`config.mk`:
```
export PLATFORM = sky130hd
export DESIGN_NAME = i2c_prim_master
export DESIGN_NICKNAME = d
export VERILOG_FILES = /design/src/rtl/i2c_prim_pkg.sv /design/src/rtl/i2c_phase_tick.sv /design/src/rtl/i2c_cmd_decode.sv /design/src/rtl/i2c_prim_master.sv
export SDC_FILE = /design/constraint.sdc
export NUM_CORES = 1
export LEC_CHECK = 0
export BUFFER_PORTS_ARGS = -buffer_cell sky130_fd_sc_hd__buf_2
export CORE_UTILIZATION = 35
export CTS_BUF_LIST = sky130_fd_sc_hd__clkbuf_8 sky130_fd_sc_hd__clkbuf_16
export DETAILED_ROUTE_END_ITERATION = 8
export SYNTH_ARGS = -nofsm -noshare
export SYNTH_HDL_FRONTEND = slang
export SYNTH_SLANG_ARGS = --single-unit
```
`constraint.sdc`:
```
create_clock -name clk -period 7.7 [get_ports clk]
set_clock_uncertainty 0.15 [all_clocks]
set_input_delay 1.54 -clock clk [delete_from_list [all_inputs] [get_ports clk]]
set_output_delay 1.54 -clock clk [all_outputs]
set_load 0.005 [all_outputs]
```
`src/rtl/i2c_prim_pkg.sv`:
```
package i2c_prim_pkg;

    localparam int BYTE_W = 8;
    localparam int BIT_W  = $clog2(BYTE_W + 1);

    localparam logic [2:0] OP_OPEN  = 3'd0;
    localparam logic [2:0] OP_CLOSE = 3'd1;
    localparam logic [2:0] OP_WRITE = 3'd2;
    localparam logic [2:0] OP_READ  = 3'd3;

    localparam logic [1:0] RC_DONE    = 2'd0;
    localparam logic [1:0] RC_UNKNOWN = 2'd1;
    localparam logic [1:0] RC_BADARG  = 2'd2;
    localparam logic [1:0] RC_EXEC    = 2'd3;

    typedef enum logic [2:0] {
        ST_IDLE,
        ST_OPEN,
        ST_CLOSE,
        ST_BYTE,
        ST_RESP
    } seq_e;

    typedef enum logic [2:0] {
        K_OPEN,
        K_CLOSE,
        K_WRITE,
        K_READ,
        K_REJECT
    } kind_e;

    typedef struct packed {
        seq_e              st;
        logic [1:0]        ph;
        logic [BIT_W-1:0]  bitn;
        logic [BYTE_W-1:0] sh;
        logic              rd;
        logic              ack_sel;
        logic              ack_seen;
        logic              scl_oe;
        logic              sda_oe;
        logic              open;
        logic              busy;
        logic              rsp_valid;
        logic [1:0]        rsp_code;
        logic [1:0]        pend_code;
        logic              pend_nack;
        logic [BYTE_W-1:0] rsp_data;
        logic              nack;
    } mst_t;

endpackage

```
`src/rtl/i2c_phase_tick.sv`:
```
module i2c_phase_tick #(
    parameter int QTR = 4
) (
    input  logic clk,
    input  logic rst_n,
    input  logic run,
    output logic tick
);
    localparam int CW = (QTR > 1) ? $clog2(QTR) : 1;
    localparam logic [CW-1:0] LAST = CW'(QTR - 1);

    logic [CW-1:0] cnt_d, cnt_q;

    always_comb begin
        cnt_d = cnt_q;
        if (!run || cnt_q == LAST) begin
            cnt_d = '0;
        end else begin
            cnt_d = cnt_q + CW'(1);
        end
    end

    always_ff @(posedge clk or negedge rst_n) begin
        if (!rst_n) cnt_q <= '0;
        else        cnt_q <= cnt_d;
    end

    assign tick = run && (cnt_q == LAST);
endmodule

```
`src/rtl/i2c_cmd_decode.sv`:
```
module i2c_cmd_decode
    import i2c_prim_pkg::*;
(
    input  logic              [2:0] op,
    input  logic       [BYTE_W-2:0] arg_hi,
    input  logic                    bus_open,
    output kind_e                   kind,
    output logic              [1:0] rej_code
);
    always_comb begin
        kind     = K_REJECT;
        rej_code = RC_UNKNOWN;
        case (op)
            OP_OPEN:  begin kind = K_OPEN;  rej_code = RC_DONE; end
            OP_CLOSE: begin kind = K_CLOSE; rej_code = RC_DONE; end
            OP_WRITE: begin
                if (bus_open) begin kind = K_WRITE; rej_code = RC_DONE; end
                else          rej_code = RC_EXEC;
            end
            OP_READ: begin
                if (|arg_hi)        rej_code = RC_BADARG;
                else if (!bus_open) rej_code = RC_EXEC;
                else begin kind = K_READ; rej_code = RC_DONE; end
            end
            default: ;
        endcase
    end
endmodule

```
`src/rtl/i2c_prim_master.sv`:
```
module i2c_prim_master
    import i2c_prim_pkg::*;
#(
    parameter int QTR = 4
) (
    input  logic              clk,
    input  logic              rst_n,
    input  logic              cmd_valid,
    input  logic [2:0]        cmd_op,
    input  logic [BYTE_W-1:0] cmd_arg,
    input  logic              sda_in,
    output logic              busy,
    output logic              rsp_valid,
    output logic [1:0]        rsp_code,
    output logic [BYTE_W-1:0] rsp_data,
    output logic              nack,
    output logic              bus_open,
    output logic              scl_oe,
    output logic              sda_oe
);
    localparam logic [BIT_W-1:0] ACK_BIT = BIT_W'(BYTE_W);

    mst_t  q, n;
    kind_e kind;
    logic  [1:0] rej_code;
    logic  tick, run, adv, in_byte;

    assign run     = (q.st == ST_OPEN) || (q.st == ST_CLOSE) || (q.st == ST_BYTE);
    assign in_byte = (q.st == ST_BYTE);

    i2c_phase_tick #(.QTR(QTR)) u_tick (
        .clk  (clk),
        .rst_n(rst_n),
        .run  (run),
        .tick (tick)
    );

    i2c_cmd_decode u_dec (
        .op      (cmd_op),
        .arg_hi  (cmd_arg[BYTE_W-1:1]),
        .bus_open(q.open),
        .kind    (kind),
        .rej_code(rej_code)
    );

    always_comb begin
        n           = q;
        n.rsp_valid = 1'b0;
        adv         = 1'b0;
        case (q.st)
            ST_IDLE: begin
                if (cmd_valid) begin
                    n.busy      = 1'b1;
                    n.nack      = 1'b0;
                    n.pend_nack = 1'b0;
                    n.rsp_data  = '0;
                    n.ph        = 2'd0;
                    n.bitn      = '0;
                    adv         = 1'b1;
                    case (kind)
                        K_OPEN:  n.st = ST_OPEN;
                        K_CLOSE: n.st = ST_CLOSE;
                        K_WRITE: begin n.st = ST_BYTE; n.rd = 1'b0; n.sh = cmd_arg; end
                        K_READ:  begin n.st = ST_BYTE; n.rd = 1'b1; n.sh = '0;
                                       n.ack_sel = cmd_arg[0]; end
                        default: begin n.st = ST_RESP; n.pend_code = rej_code; adv = 1'b0; end
                    endcase
                end
            end
            ST_OPEN, ST_CLOSE: begin
                if (tick) begin
                    if (q.ph == 2'd3) begin
                        n.st        = ST_RESP;
                        n.pend_code = RC_DONE;
                        n.open      = (q.st == ST_OPEN);
                    end else begin
                        n.ph = q.ph + 2'd1;
                        adv  = 1'b1;
                    end
                end
            end
            ST_BYTE: begin
                if (tick) begin
                    if (q.ph == 2'd2) begin
                        if (q.bitn == ACK_BIT) begin
                            if (!q.rd) n.ack_seen = !sda_in;
                        end else if (q.rd) begin
                            n.sh = {q.sh[BYTE_W-2:0], sda_in};
                        end
                    end
                    if (q.ph == 2'd3) begin
                        if (q.bitn == ACK_BIT) begin
                            n.st = ST_RESP;
                            if (q.rd) begin
                                n.pend_code = RC_DONE;
                                n.rsp_data  = q.sh;
                            end else if (q.ack_seen) begin
                                n.pend_code = RC_DONE;
                            end else begin
                                n.pend_code = RC_EXEC;
                                n.pend_nack = 1'b1;
                            end
                        end else begin
                            if (!q.rd) n.sh = {q.sh[BYTE_W-2:0], 1'b0};
                            n.bitn = q.bitn + BIT_W'(1);
                            n.ph   = 2'd0;
                            adv    = 1'b1;
                        end
                    end else begin
                        n.ph = q.ph + 2'd1;
                        adv  = 1'b1;
                    end
                end
            end
            ST_RESP: begin
                n.st        = ST_IDLE;
                n.busy      = 1'b0;
                n.rsp_valid = 1'b1;
                n.rsp_code  = q.pend_code;
                n.nack      = q.pend_nack;
            end
            default: n.st = ST_IDLE;
        endcase

        // line levels for the phase being entered
        if (adv) begin
            case (n.st)
                ST_OPEN: begin
                    case (n.ph)
                        2'd0: n.scl_oe = q.open;
                        2'd1: n.sda_oe = 1'b0;
                        2'd2: n.scl_oe = 1'b0;
                        default: n.sda_oe = 1'b1;
                    endcase
                end
                ST_CLOSE: begin
                    case (n.ph)
                        2'd0: n.scl_oe = 1'b1;
                        2'd1: n.sda_oe = 1'b1;
                        2'd2: n.scl_oe = 1'b0;
                        default: n.sda_oe = 1'b0;
                    endcase
                end
                ST_BYTE: begin
                    case (n.ph)
                        2'd0: n.scl_oe = 1'b1;
                        2'd1: n.sda_oe = (n.bitn == ACK_BIT) ? (n.rd & n.ack_sel)
                                                             : (!n.rd & !n.sh[BYTE_W-1]);
                        2'd2: n.scl_oe = 1'b0;
                        default: ;
                    endcase
                end
                default: ;
            endcase
        end
    end

    always_ff @(posedge clk or negedge rst_n) begin
        if (!rst_n) q <= '0;
        else        q <= n;
    end

    assign busy      = q.busy;
    assign rsp_valid = q.rsp_valid;
    assign rsp_code  = q.rsp_code;
    assign rsp_data  = q.rsp_data;
    assign nack      = q.nack;
    assign bus_open  = q.open;
    assign scl_oe    = q.scl_oe;
    assign sda_oe    = q.sda_oe;
endmodule

```
After elaboration in Yosys (flattened, before gate mapping)

Cells that the tools add are included.

Muxes and demuxes: 62
Reductions and logical operators: 31
Bitwise logic cells: 3
Multiply operators: 0
Divide/modulo/power cells: 0
Eq/ne operators: 35
Shift operators: 0
Add/sub/neg operators: 3
Order comparisons: 0

Operators with widths:

| cell                                          | number |
|---|---|
| 2-to-1 mux 8 bit                              | 5 |
| one-hot mux 9 bit (2 select lines)            | 2 |
| 2-to-1 mux 11 bit                             | 3 |
| == test 3 x 2 -> 1 bit, second input constant | 8 |
| 2-to-1 mux 12 bit                             | 2 |
| one-hot mux 12 bit (2 select lines)           | 1 |
| one-hot mux 2 bit (3 select lines)            | 4 |
| 2-to-1 mux 2 bit                              | 11 |
| 2-to-1 mux 3 bit                              | 7 |
| != test 2 bit, second input constant          | 10 |
| 2-to-1 mux 19 bit                             | 1 |
| one-hot mux 3 bit (3 select lines)            | 2 |
| 2-to-1 mux 17 bit                             | 1 |
| 2-to-1 mux 14 bit                             | 1 |
| 2-to-1 mux 1 bit                              | 13 |
| == test 3 x 1 -> 1 bit, second input constant | 4 |
| one-hot mux 1 bit (2 select lines)            | 6 |
| one-hot mux 3 bit (4 select lines)            | 1 |
| AND reduction 5 bit                           | 2 |
| zero test 3 bit                               | 3 |
| == test 2 bit, second input constant          | 4 |
| == test 4 bit, second input constant          | 2 |
| AND reduction 8 bit                           | 1 |
| OR reduction 2 bit                            | 4 |
| 24 further kinds                              | 36 |

Bits in registers: 41
Logic and storage cells: 153
Memories kept: 0
Latch bits: 0
ROM bits: 0
Memory bits (writable): 0

Longest topological paths before layout

Word-level depth: 13
Depth in mapped cells: 9
Depth with buffers taken out: 9

Cells and area by module

A second synthesis with hierarchy kept.

Cell total of the unflattened synthesis: 269
Area, all modules: 2444.8 µm²

By module, submodules not included:

| module          | area an instance (µm²) | cells an instance | times used |
|---|---|---|---|
| i2c_prim_master | 2248.4                 | 248               | 1 |
| i2c_cmd_decode  | 105.1                  | 15                | 1 |
| i2c_phase_tick  | 91.3                   | 6                 | 1 |

Least setup slack after synthesis

No wires, ideal clock.

Path kind: input to register
From: input port cmd_valid
To: register q (netlist bit sda_oe)
Path buffers: 1
Setup slack: 4.261 ns
Required time: 7.470 ns
Data arrival time: 3.209 ns
Stages: 8
Cells stage by stage: or4b_4 > buf_6 > nor4_2 > nand2_1 > mux2i_1 > o31a_1 > o21a_1 > o211ai_2

Longest elaborated chain between the ends: 7
Elaborated cells between the ends (all ways): 29
Classes of those cells: eq/ne (9); mux (12); bitwise (2); reduce/logical (6)

Ends and longest elaborated chain:

| item                                                      | line                   | source |
|---|---|---|
| from (decl)                                               | i2c_prim_master.sv:8   | `input logic cmd_valid,` |
| branches (longest 7 deep; another with 2-to-1 mux 19 bit) | -                      |  |
| to (signal assigned)                                      | i2c_prim_master.sv:160 | `else q <= n;` |
| to (decl)                                                 | i2c_prim_master.sv:23  | `mst_t q, n;` |

Several ways; the timed one is not identified. The select of a mux whose other input is x is not followed.
A chain may end at the register's enable or synchronous reset.

==> impl_table.tex <==
\begin{tabular}{lr}
\hline
Metric & Value \\
\hline
\multicolumn{2}{l}{\textbf{Routing}} \\
\quad First-pass iteration count of the detailed router & 6 \\
\quad Vias & just under 2k \\
\quad DRT antenna net count & 0 \\
\quad WL final & roughly 5.4 mm \\
\quad WL per Instance & 15.24 um \\
\quad DRC violation total after the first TritonRoute iteration & between 200 and 250 \\
\quad Final routed DRC violation total & 1 \\
\quad Mean number of vias per cell & between 5 and 6 \\
\multicolumn{2}{l}{\textbf{Setup path}} \\
\quad Arrival time of the worst setup path & 3420 ps \\
\quad Capturing element type of the critical path & flip-flop \\
\quad Max Fanout on Critical Path & 13 \\
\quad Critical path class & in2reg \\
\quad Worst setup slack for register-to-register paths & between 4000 and 5000 ps \\
\quad Startpoint kind of the worst setup timing path & primary input \\
\quad WP data required & slightly below 8000 ps \\
\multicolumn{2}{l}{\textbf{STA}} \\
\quad Setup-failing EPs final & 0 \\
\quad Crit path setup slack, layout & around 4300 ps \\
\quad Slew @ Worst Pin & between 800 and 900 ps \\
\quad TNS Setup & 0 ps \\
\quad Shortest period the worst path allows & between 3000 and 4000 ps \\
\quad Fmax & 295.2 MHz \\
\quad Setup repair after global routing missed its margin & false \\
\quad Remaining max-slew budget at the tightest pin & 0.4022 \\
\quad Number of slew-limit violations in the final report & 0 \\
\quad Number of hold-slack violations in the final timing report & 0 \\
\quad Final period utilization & 0.4399 \\
\multicolumn{2}{l}{\textbf{Finish}} \\
\quad \# nets final & between 200 and 300 \\
\quad Fraction of final layout cells sized beyond drive strength 1 & 0.1927 \\
\quad Number of antenna repair diodes & 0 \\
\quad Area overhead of the layout relative to synthesis & 8.986\% \\
\quad Number of filler instances in the final layout & 647 \\
\multicolumn{2}{l}{\textbf{Clock network}} \\
\quad Number of H-tree branching levels & 2 \\
\quad CTS tree & built \\
\quad Root buffer cell & sky130\_fd\_sc\_hd\_\_clkbuf\_8 \\
\quad Hold-fix buffer count after cts & 0 \\
\quad Number of buffers added for setup after CTS & 0 \\
\quad Post\_cts resized & 0 \\
\quad Clock transition at the registers of the reported paths & 80 ps \\
\quad Source-to-sink clock delay at the later pin of the worst-skew pair & 300 ps \\
\quad Number of clock sinks & just over 40 \\
\quad CTS Buf Count & 5 \\
\quad Maximum buffer depth of the clock tree & 2 \\
\multicolumn{2}{l}{\textbf{Placed design}} \\
\quad Number of buffers inserted by port buffering & 30 \\
\quad Worst slack, placed & around 4000 ps \\
\quad Total half-perimeter wirelength after legalization and detailed placement & slightly below 4 mm \\
\quad Routability Congestion & between 0.8 and 0.9 \\
\multicolumn{2}{l}{\textbf{Synth}} \\
\quad Post-Syn Area per Cell & approximately 9.3 um2 \\
\quad Distinct cell type count after synthesis & 57 \\
\quad Commonest cells in the synthesized netlist & sky130\_fd\_sc\_hd\_\_dfrtp\_1, sky130\_fd\_sc\_hd\_\_nand2\_1, sky130\_fd\_sc\_hd\_\_o21ai\_0, sky130\_fd\_sc\_hd\_\_inv\_1, sky130\_fd\_sc\_hd\_\_nor2\_1 \\
\quad Cell type with the largest total area after synthesis & sky130\_fd\_sc\_hd\_\_dfrtp\_1 \\
\quad Portion of synthesized cell area occupied by the leading cell type & 0.4284 \\
\quad Post-synth EDFFs & 0 \\
\quad Yosys warnings & 0 \\
\quad Synth Area in Adders & 0.03657 \\
\quad Seq cells post-synth & just over 40 \\
\quad Synthesized netlist cell count & about 260 \\
\quad Share of cell area taken by muxes after synthesis & 0.02247 \\
\quad Most instantiated library cell after synthesis & sky130\_fd\_sc\_hd\_\_dfrtp\_1 \\
\quad Share of synthesized flip-flops with an asynchronous set or reset & 1.000 \\
\quad Post-synth net total & 280 \\
\quad Dominant combinational cell family by area after synthesis & simple AND/OR/NAND/NOR gates \\
\quad Xor and xnor area share after synthesis & 0 \\
\quad Post-synthesis simple-gate area fraction & 0.2335 \\
\quad Cell types occupying the most area after synthesis & sky130\_fd\_sc\_hd\_\_dfrtp\_1, sky130\_fd\_sc\_hd\_\_nand2\_1, sky130\_fd\_sc\_hd\_\_o21ai\_0 \\
\quad Summed instance area of the synthesized netlist & between 0.002 and 0.0025 mm2 \\
\quad Post-synth top flop & sky130\_fd\_sc\_hd\_\_dfrtp\_1 \\
\quad Compound-gate portion of the synthesized area & 0.1907 \\
\quad Sequential-to-total area share from yosys stat & 0.4284 \\
\multicolumn{2}{l}{\textbf{Floorplanning}} \\
\quad Initial Utilization & 0.3687 \\
\quad Number of standard-cell rows in the floorplan & 29 \\
\quad Total die area & 0.007177 mm2 \\
\quad Die Height & $\sim$85 um \\
\quad Top-Level Pins & 31 \\
\quad Core area & about 0.0065 mm2 \\
\quad DIE WIDTH & approximately 85 um \\
\multicolumn{2}{l}{\textbf{Pwr}} \\
\quad IR Drop Worst-Case VDD & roughly 0.12 mV \\
\quad Gate power share & 0.319 \\
\quad Power density normalized to cell area & $\sim$280 mW/mm2 \\
\quad Cell internal pwr & about 460 uW \\
\quad Sw frac & 0.3663 \\
\quad Static leakage power & about 1.3 nW \\
\quad Clock network fraction of total power & 0.226 \\
\quad Reg power frac & 0.455 \\
\quad P\_sw & $\sim$260 uW \\
\multicolumn{2}{l}{\textbf{Worst hold path}} \\
\quad Worst hold-check path type & reg2reg \\
\multicolumn{2}{l}{\textbf{Flow run}} \\
\quad Total of max-cap violations & 0 \\
\multicolumn{2}{l}{\textbf{Global route}} \\
\quad Antenna violations before repair & 0 \\
\quad Maximum number of pins on one net before global-route repair & 42 \\
\quad Global-route wire length before repair & 8.997 mm \\
\quad Via count of the first global-routing pass & 1821 \\
\quad Total global routing overflow & 0 \\
\quad GRT Overall Usage & 0.1611 \\
\multicolumn{2}{l}{\textbf{Run status}} \\
\quad Result of the run & complete, but fails checks \\
\quad Violations in the final reports & DRC \\
\hline
\end{tabular}
## layer usage
| layer | share of wire | wire (um) | global-route usage | vias up |
|---|---|---|---|---|
| met5 | 0 | 0 | 0 | - |
| met3 | 0.051 | 271 | 0.03638 | 9 |
| li1 | - | - | - | 959 |
| met4 | 0.020 | 110 | 0.06471 | 0 |
| met1 | 0.46 | 2487 | 0.2148 | 931 |
| met2 | 0.47 | 2496 | 0.2542 | 48 |
## cell usage in the layout (no fill, tap or decap), drive strengths merged, types with 3 or more instances in the layout
| master | count |
|---|---|
| nand4b | 4 |
| nor2 | 14 |
| clkbuf | 7 |
| buf | 31 |
| mux2 | 3 |
| nand2 | 28 |
| a222oi | 6 |
| nand3 | 12 |
| nor3b | 4 |
| dfrtp | 41 |
| nor2b | 5 |
| nor4 | 3 |
| or2 | 3 |
| a21oi | 11 |
| inv | 19 |
| a31oi | 3 |
| ha | 7 |
| nor3 | 4 |
| o21ai | 20 |
| nand3b | 4 |
| o21a | 6 |
## area by class of cell
type | count | area (um2) | area share
sequential | 41 | 1026 | 0.3931
timing repair buffer | 31 | 157.7 | 0.06040
inverter | 18 | 67.56 | 0.02589
multi-input combinational | 177 | 1157 | 0.4434
clock buffer | 7 | 96.34 | 0.03691
clock inverter | 1 | 8.758 | 0.003356
tap | 77 | 96.34 | 0.03691
## cell families after synthesis
logic type                 count (synthesis)
and+or+nand+nor                          100
adders and majority gates                  7
DFF                                       41
AOI/OAI and AO/OA                         65
muxes                                      5
buffers and inverters                     40
## registers in the layout (all words and copies together), names as in the netlist, 2 cells and up
register and count:
q 23, rsp_data 8, rsp_code 2, u_tick.cnt_q 2
## path summary, 6_finish.rpt
check,from,end,cells past startpoint
min in group asynchronous,rst_n,q[33],1
hold / removal,u_tick.cnt_q[0],u_tick.cnt_q[0],1
hold reg to reg,u_tick.cnt_q[0],u_tick.cnt_q[0],1
setup reg to reg,u_tick.cnt_q[0],sda_oe,8
setup / recovery,cmd_valid,sda_oe,7
max in group asynchronous,rst_n,q[35],1
## power groups by stage
stage | logic (mW) | registers, mW | clock network, mW
2_1_floorplan | 0.210 | 0.301 | 0
3_3_place_gp | 0.228 | 0.330 | 0
3_5_place_dp | 0.230 | 0.331 | 0
4_1_cts | 0.231 | 0.327 | 0.164
5_1_grt | 0.262 | 0.336 | 0.176
6_report | 0.229 | 0.327 | 0.162
## critical path, stage by stage
cell	delay, ps
sky130_fd_sc_hd__buf_2	90
sky130_fd_sc_hd__or4b_4	570
sky130_fd_sc_hd__or2_1	310
sky130_fd_sc_hd__nor2_1	400
sky130_fd_sc_hd__a221o_1	280
sky130_fd_sc_hd__o21a_1	150
sky130_fd_sc_hd__o211ai_2	70
## stage by stage
step	instance area [um2]	total power, mW	std cells	hold slack (ps)	utilization
floorplan	2395	0.5111	258	263.7	-
global placement	2505	0.5586	344	280.3	0.3857
detailed placement	2505	0.5609	344	296.7	0.3857
CTS	2610	0.7221	352	308.3	0.4018
global route	2610	0.7746	352	327.5	0.4018
finish	2610	0.7184	352	312.5	0.4018
(Power assumes the default switching activity.)
